**config.mk**
```make
export PLATFORM = sky130hd
export DESIGN_NAME = ahb_slot_fabric
export DESIGN_NICKNAME = d
export VERILOG_FILES = /design/src/rtl/ahb_dec_pkg.sv /design/src/rtl/slot_decode.sv /design/src/rtl/dphase_track.sv /design/src/rtl/resp_mux.sv /design/src/rtl/ahb_slot_fabric.sv
export SDC_FILE = /design/constraint.sdc
export NUM_CORES = 1
export LEC_CHECK = 0
export BUFFER_PORTS_ARGS = -buffer_cell sky130_fd_sc_hd__buf_2
export CORE_AREA = 8 8 244 246
export DETAILED_ROUTE_END_ITERATION = 8
export DIE_AREA = 0 0 252 254
export PLACE_DENSITY_LB_ADDON = 0.3
export SYNTH_ARGS = -nofsm -noshare
export SYNTH_HDL_FRONTEND = slang
export SYNTH_HIERARCHICAL = 1
export SYNTH_SLANG_ARGS = --single-unit
```
**constraint.sdc**
```tcl
create_clock -name clk_i -period 2.14 [get_ports clk_i]
set_input_delay 0.107 -clock clk_i [delete_from_list [all_inputs] [get_ports clk_i]]
set_output_delay 0.107 -clock clk_i [all_outputs]
set_load 0.01 [all_outputs]
```
**src/rtl/ahb_dec_pkg.sv**
```systemverilog
package ahb_dec_pkg;
  typedef enum logic [1:0] {
    RESP_OKAY  = 2'b00,
    RESP_ERROR = 2'b01,
    RESP_RETRY = 2'b10,
    RESP_SPLIT = 2'b11
  } resp_e;

  localparam logic [1:0] TRANS_IDLE   = 2'b00;
  localparam logic [1:0] TRANS_BUSY   = 2'b01;
  localparam logic [1:0] TRANS_NONSEQ = 2'b10;
  localparam logic [1:0] TRANS_SEQ    = 2'b11;
endpackage

```
**src/rtl/slot_decode.sv**
```systemverilog
module slot_decode #(
  parameter int ADDR_W    = 32,
  parameter int NUM_SLOTS = 16,
  localparam int SLOT_W   = $clog2(NUM_SLOTS)
) (
  input  logic [ADDR_W-1:0]    addr_i,
  input  logic                 remap_i,
  output logic [SLOT_W-1:0]    slot_o,
  output logic [NUM_SLOTS-1:0] sel_o
);
  logic [SLOT_W-1:0] raw;
  assign raw = addr_i[ADDR_W-1 -: SLOT_W];

  // remap exchanges the two lowest slots only
  always_comb begin
    slot_o = raw;
    if (remap_i && (raw >> 1) == '0) slot_o = raw ^ SLOT_W'(1);
  end

  for (genvar g = 0; g < NUM_SLOTS; g++) begin : g_sel
    assign sel_o[g] = (slot_o == SLOT_W'(g));
  end
endmodule

```
**src/rtl/dphase_track.sv**
```systemverilog
module dphase_track #(
  parameter int NUM_SLOTS = 16,
  localparam int SLOT_W   = $clog2(NUM_SLOTS)
) (
  input  logic              clk_i,
  input  logic              rst_ni,
  input  logic              hready_i,
  input  logic [1:0]        trans_i,
  input  logic [SLOT_W-1:0] slot_i,
  output logic [SLOT_W-1:0] slot_q_o,
  output logic              act_q_o
);
  always_ff @(posedge clk_i or negedge rst_ni) begin
    if (!rst_ni) begin
      slot_q_o <= '0;
      act_q_o  <= 1'b0;
    end else if (hready_i) begin
      slot_q_o <= slot_i;
      act_q_o  <= trans_i[1];
    end
  end


  hold_on_stall_chk: assert property (@(posedge clk_i) disable iff (!rst_ni)
    !hready_i |=> ($stable(slot_q_o) && $stable(act_q_o)));
endmodule

```
**src/rtl/resp_mux.sv**
```systemverilog
module resp_mux #(
  parameter int DATA_W    = 32,
  parameter int NUM_SLOTS = 16,
  localparam int SLOT_W   = $clog2(NUM_SLOTS)
) (
  input  logic [SLOT_W-1:0]           slot_i,
  input  logic                        act_i,
  input  logic [NUM_SLOTS*DATA_W-1:0] s_hrdata_i,
  input  logic [NUM_SLOTS-1:0]        s_hready_i,
  input  logic [NUM_SLOTS*2-1:0]      s_hresp_i,
  output logic [DATA_W-1:0]           hrdata_o,
  output logic                        hready_o,
  output logic [1:0]                  hresp_o
);
  import ahb_dec_pkg::*;

  assign hrdata_o = s_hrdata_i[slot_i*DATA_W +: DATA_W];

  // idle data phase answers by itself
  always_comb begin
    if (act_i) begin
      hready_o = s_hready_i[slot_i];
      hresp_o  = s_hresp_i[slot_i*2 +: 2];
    end else begin
      hready_o = 1'b1;
      hresp_o  = RESP_OKAY;
    end
  end
endmodule

```
**src/rtl/ahb_slot_fabric.sv**
```systemverilog
module ahb_slot_fabric #(
  parameter int ADDR_W    = 32,
  parameter int DATA_W    = 32,
  parameter int NUM_SLOTS = 16,
  localparam int SLOT_W   = $clog2(NUM_SLOTS)
) (
  input  logic                        clk_i,
  input  logic                        rst_ni,
  input  logic                        remap_i,
  input  logic [ADDR_W-1:0]           haddr_i,
  input  logic [1:0]                  htrans_i,
  input  logic [NUM_SLOTS*DATA_W-1:0] s_hrdata_i,
  input  logic [NUM_SLOTS-1:0]        s_hready_i,
  input  logic [NUM_SLOTS*2-1:0]      s_hresp_i,
  output logic [NUM_SLOTS-1:0]        hsel_o,
  output logic [DATA_W-1:0]           hrdata_o,
  output logic                        hready_o,
  output logic [1:0]                  hresp_o,
  output logic                        s_hreadyin_o
);
  import ahb_dec_pkg::*;

  logic [SLOT_W-1:0] a_slot, d_slot;
  logic              d_act;

  slot_decode #(.ADDR_W(ADDR_W), .NUM_SLOTS(NUM_SLOTS)) u_dec (
    .addr_i (haddr_i),
    .remap_i(remap_i),
    .slot_o (a_slot),
    .sel_o  (hsel_o)
  );

  dphase_track #(.NUM_SLOTS(NUM_SLOTS)) u_trk (
    .clk_i   (clk_i),
    .rst_ni  (rst_ni),
    .hready_i(hready_o),
    .trans_i (htrans_i),
    .slot_i  (a_slot),
    .slot_q_o(d_slot),
    .act_q_o (d_act)
  );

  resp_mux #(.DATA_W(DATA_W), .NUM_SLOTS(NUM_SLOTS)) u_mux (
    .slot_i    (d_slot),
    .act_i     (d_act),
    .s_hrdata_i(s_hrdata_i),
    .s_hready_i(s_hready_i),
    .s_hresp_i (s_hresp_i),
    .hrdata_o  (hrdata_o),
    .hready_o  (hready_o),
    .hresp_o   (hresp_o)
  );

  assign s_hreadyin_o = hready_o;


  one_sel_chk: assert property (@(posedge clk_i) disable iff (!rst_ni)
    $countones(hsel_o) == 1);


  remap_swap_chk: assert property (@(posedge clk_i) disable iff (!rst_ni)
    (remap_i && haddr_i[ADDR_W-1 -: SLOT_W] == '0) |-> hsel_o[1]);


  idle_okay_chk: assert property (@(posedge clk_i) disable iff (!rst_ni)
    (hready_o && !htrans_i[1]) |=> (hready_o && hresp_o == RESP_OKAY));
endmodule

```
# Word level (Yosys, flattened, before mapping)
# Index checks and enable logic that the tools add are counted.
# W data, S select, Z words.
[totals] latch_bits=0 reg_bits=5 memories=0 ramBits=0 romBits=0
[classes] order_cmp=1 n_addsub=0 n_mux=5 n_reduce_logical=3 div=0 bitwise_logic=1 n_shift=2 n_eq_ne=15 mul=0
[ops] operator="$shiftx A512 B10 Y32" count=1
[ops] operator="$eq A4 B4 Y1 const B" count=8
[ops] operator="$shiftx A32 B6 Y2" count=1
[ops] operator="$eq A4 B3 Y1 const B" count=4
[ops] operator="$eq A4 B2 Y1 const B" count=2
[ops] operator="$logic_not A4 Y1" count=2
[ops] operator="$lt A4 B5 Y1 const B" count=1
[ops] operator="$bmux W1 S4" count=1
[ops] operator="$eq A4 B1 Y1 const B" count=1
[ops] operator="$mux W1" count=3
[ops] operator="$mux W2" count=1
[ops] operator="$logic_and A1 B1 Y1" count=1
[ops] operator="$not A1 Y1" count=1

# Logic depth before layout (Yosys ltp)
[logic_depth] ltp_word=4 ltp_mapped=7 depth_no_buf=4

# By module
# Netlist, hierarchy kept.
[by_module_without_submodules] module="resp_mux" cells_each=297 n_inst=1 area_per_inst_um2=4095.2 seq_area_each_um2=0.0
[by_module_without_submodules] module="dphase_track" cells_each=10 n_inst=1 area_per_inst_um2=181.4 seq_area_each_um2=125.1
[by_module_without_submodules] module="slot_decode" cells_each=30 n_inst=1 area_per_inst_um2=177.7 seq_area_each_um2=0.0
[by_module_without_submodules] module="ahb_slot_fabric" cells_each=1 n_inst=1 area_per_inst_um2=7.5 seq_area_each_um2=0.0

# Least setup slack after synthesis
# No wires, ideal clock.
[synth_timing] path_type="flip-flop to flip-flop" start="reg u_trk.slot_q_o[0]" end="reg u_trk.act_q_o" setup_slack_ns=-0.109 stages_incl_launch_ff=7 path_buffers=2 arrival_ns=2.125 setup_time_ns=0.125 period_less_slack_ns=2.249 cell_sequence="dfrtp_1 -> buf_2 -> buf_2 -> mux4_2 -> a22oi_1 -> nand4_1 -> mux2_2"
[synth_via] elab_chain_len=3
[synth_lines] element="start: declaration" line="dphase_track.sv:10" rtl="output logic [SLOT_W-1:0] slot_q_o,"
[synth_lines] element="start signal: assignment" line="dphase_track.sv:18" rtl="slot_q_o <= slot_i;"
[synth_lines] element="$bmux W1 S4" line="resp_mux.sv:22" rtl="hready_o = s_hready_i[slot_i];"
[synth_lines] element="$mux W1 (not written as such)" line="resp_mux.sv:22"
[synth_lines] element="$mux W1" line="resp_mux.sv:21" rtl="if (act_i) begin"
[synth_lines] element="named net hready_o" line="ahb_slot_fabric.sv:17" rtl="output logic hready_o,"
[synth_lines] element="end signal: assignment" line="dphase_track.sv:19" rtl="act_q_o <= trans_i[1];"
[synth_lines] element="end: declaration" line="dphase_track.sv:11" rtl="output logic act_q_o"
# The timed path passes the listed nets, and every way through them passes these cells. The select of a mux whose other input is x is not followed.
# A chain may end at the register's enable or synchronous reset.

# Worst setup path after layout
[layout_timing] start="reg u_trk.slot_q_o[0]" end="out hrdata_o[28]"
[layout_via] elab_chain_len=1
[layout_lines] element="$shiftx A512 B10 Y32" line="resp_mux.sv:17" rtl="assign hrdata_o = s_hrdata_i[slot_i*DATA_W +: DATA_W];"
[layout_lines] element="end: declaration" line="ahb_slot_fabric.sv:16" rtl="output logic [DATA_W-1:0] hrdata_o,"
# Every way passes these cells.

==> flow_summary.yaml <==
synthesis:
  yosysTopAreaCell: "mux4_2"
  synth.distinct_cells: 20
  synth-edff-count: 0
  netlist_instances: 338
  yosys_warnings: 6
  yosys-top-cells-count: "mux4_2, a22oi_1, nand2_1"
  synth.top_cell.area_share_pct: 70.67
  synth_seq_cells: 5
  ys_top_cells_by_area: "mux4_2, a22oi_1, nand2_1, dfrtp_1, buf_2"
  syn_area_per_cell_um2: 13.20
  synth_area_um2: 4462
  seq_area_frac_synth_pct: 2.804
  syn_nets: 935
  synth-main-ff-cell: "dfrtp_1"
  synth.most_common_cell: "mux4_2"
  async_flop_share_pct: 100.0
timing:
  slew_headroom_pct: 69.23
  finalHoldViolCount: 0
  period_share_pct: 104.1
  clock-skew-final_ns: 0.0004853
  drv_slew: 0
  tightestPinTransition_ns: 0.4616
  hold_ws_ns: 0.1231
  setup_violations: 33
  grt_setup_unrepaired: "yes"
  fmax_mhz: 449.0
  fin_crit_ns: 2.227
  fin_ws_ns: -0.08719
global_route:
  grtUsageMet1_pct: 12.24
  met2_usage_pct: 20.59
  grt_util_all_layers_pct: 10.93
  antenna_found_initial: 6
  grt_pass1_vias: 7670
  grt_max_degree: 60
  grtUsageMet3_pct: 3.190
  busiest_layer: "met2"
  grt_pass1_wl_um: 52360
  globalRoute.totalOverflow: 0
route:
  drc: 0
  avgRoutedWirePerCell_um: 21.87
  firstDrtPassIters: 5
  totalWireLength_um: 37860
  ant_nets: 0
  vias: 6564
  first_iter_violations: 367
  routed_via_density: 3.792
critical_path:
  crit_path_start_kind: "register"
  path_max_fanout: 8
  cp-end-kind: "primary output"
  crit_type: "register to primary output"
  arrival_ns: 2.12
  cp.required_ns: 2.03
run:
  maxCapViolCount: 0
die:
  start_util_pct: 8.006
  fp.dieW_um: 252
  die_h_um: 254
  dieArea_um2: 64010
  core_um2: 55730
  row_count: 87
  pin_count: 649
clock_tree:
  cts_sinks: 5
  clk_path_buf_depth: 2
  cts_tree: "yes"
  ctsRootBufferMaster: "clkbuf_16"
  clkLatencyLatePin_ns: 0.22
  cts.htree.levels: 1
  clkTransAtPathRegs_ns: 0.03
  cts_buffers: 3
pwr:
  p_sw_mw: 5.490
  p_per_area_nw_per_um2: 1245
  p_seq_share_pct: 2.3
  p_sw_share_pct: 45.58
  vdd_drop_max_mv: 0.4805
  internal_power_mw: 6.554
  comb_power_share_pct: 95.2
  leakage_nw: 4.341
  p_clk_share_pct: 2.5
layout:
  nNetsFinal: 1571
  fin_area_um2: 9671
  area_growth_pct: 116.7
  drive_gt1_share_pct: 92.91
place:
  port_buffers: 619
  gp_routability_congestion: 0.9478
  placed_cell_area_um2: 8776
  dpl.hpwl_um: 32400
outcome:
  status: "complete, but fails checks"
  violations: "negative setup slack"
min_path:
  min_path_type: "input port to register"
## registers in the layout (all words and copies together) (netlist names)
| register | count |
|---|---|
| u_trk/act_q_o | 1 |
| u_trk/slot_q_o | 4 |
## critical path, cell delays in order (launching register included)
cell and delay, ns:
dfrtp_4 0.43, buf_12 0.15, buf_16 0.17, buf_16 0.15, mux4_2 0.51, a22oi_2 0.19, nand2_1 0.10, buf_2 0.16
## timing repair
item	CTS	global route
endpoints found under the setup margin	34	41
hold buffers	1	0
hold endpoints to repair	5	0
pin swaps	33	36
buffers inserted	13	2
cloned	7	0
resized for setup	75	54
## placed cells by master (no fill, tap or decap), types with 2 or more instances in the layout
cell type	count
buf_4	16
buf_2	611
nor3_1	5
dfrtp_4	2
nor4b_2	2
diode_2	2
buf_8	15
xor2_1	2
nand2b_1	4
nand2_1	30
buf_16	5
mux2_2	4
nand2_2	5
dfrtp_1	3
clkbuf_16	3
a22oi_1	11
buf_12	19
nor2b_4	2
buf_6	17
a22oi_2	58
mux4_2	140
nor2_1	9
## power by group through the flow
stage / combinational, mW / clock (mW) / sequential (mW)
after floorplan: 5.83 / 0 / 0.175
after global placement: 9.41 / 0 / 0.282
after detailed placement: 9.42 / 0 / 0.283
after CTS: 11.4 / 0.310 / 0.279
after global routing: 12.3 / 0.317 / 0.289
final: 11.5 / 0.302 / 0.277
## per-layer routing
layer  share of wire [%]  up-vias
met5               0.034        -
met4                 1.9        2
met3                 9.8       36
met2                  52      482
met1                  36     3221
li1                    -     2823
## cell type report
type,instances,area [µm²]
fillers,6326,46060
multi-input cells,280,4385
repair buffers,684,4123
well taps,756,945.9
flip-flops and latches,5,132.6
clock buffers,4,78.83
diodes,2,5.005
## cell families (layout without fill, tap and decap cells)
family,count (synthesis),count (layout),synth area share [%]
muxes,145,145,71.93
AOI/OAI and AO/OA,71,71,11.95
and+or+nand+nor,62,62,6.366
buffers and inverters,53,688,6.562
DFF,5,5,2.804
xor gates and xnor gates,2,2,0.3927
other,0,2,0
## per-stage QoR
step           cells  util, %  TNS [ns]  setup slack (ns)  total power [mW]
6_report        1731    17.35    -1.323          -0.08719             12.04
5_1_grt         1729    17.34    -4.676           -0.1859             12.87
4_1_cts         1732    17.13    -4.085           -0.1637             11.96
3_5_place_dp    1707    15.75         0           0.05954             9.700
3_3_place_gp    1707    15.75         0           0.08101             9.694
2_1_floorplan    338        -         0          0.007891             6.010
## path summary, 6_finish.rpt
kind,start,endpoint,slack [ns],depth (start not counted)
min in group asynchronous,rst_ni,u_trk/slot_q_o[0],0.26,2
max in group asynchronous,rst_ni,u_trk/slot_q_o[1],1.73,2
worst max-delay path,u_trk/slot_q_o[0],hrdata_o[28],-0.09,7
worst max register to register,u_trk/slot_q_o[0],u_trk/act_q_o,0,8
worst min-delay path,htrans_i[1],u_trk/act_q_o,0.12,2
worst min register to register,u_trk/act_q_o,u_trk/act_q_o,0.59,1
Note: power is estimated with default switching activity, not from simulation.
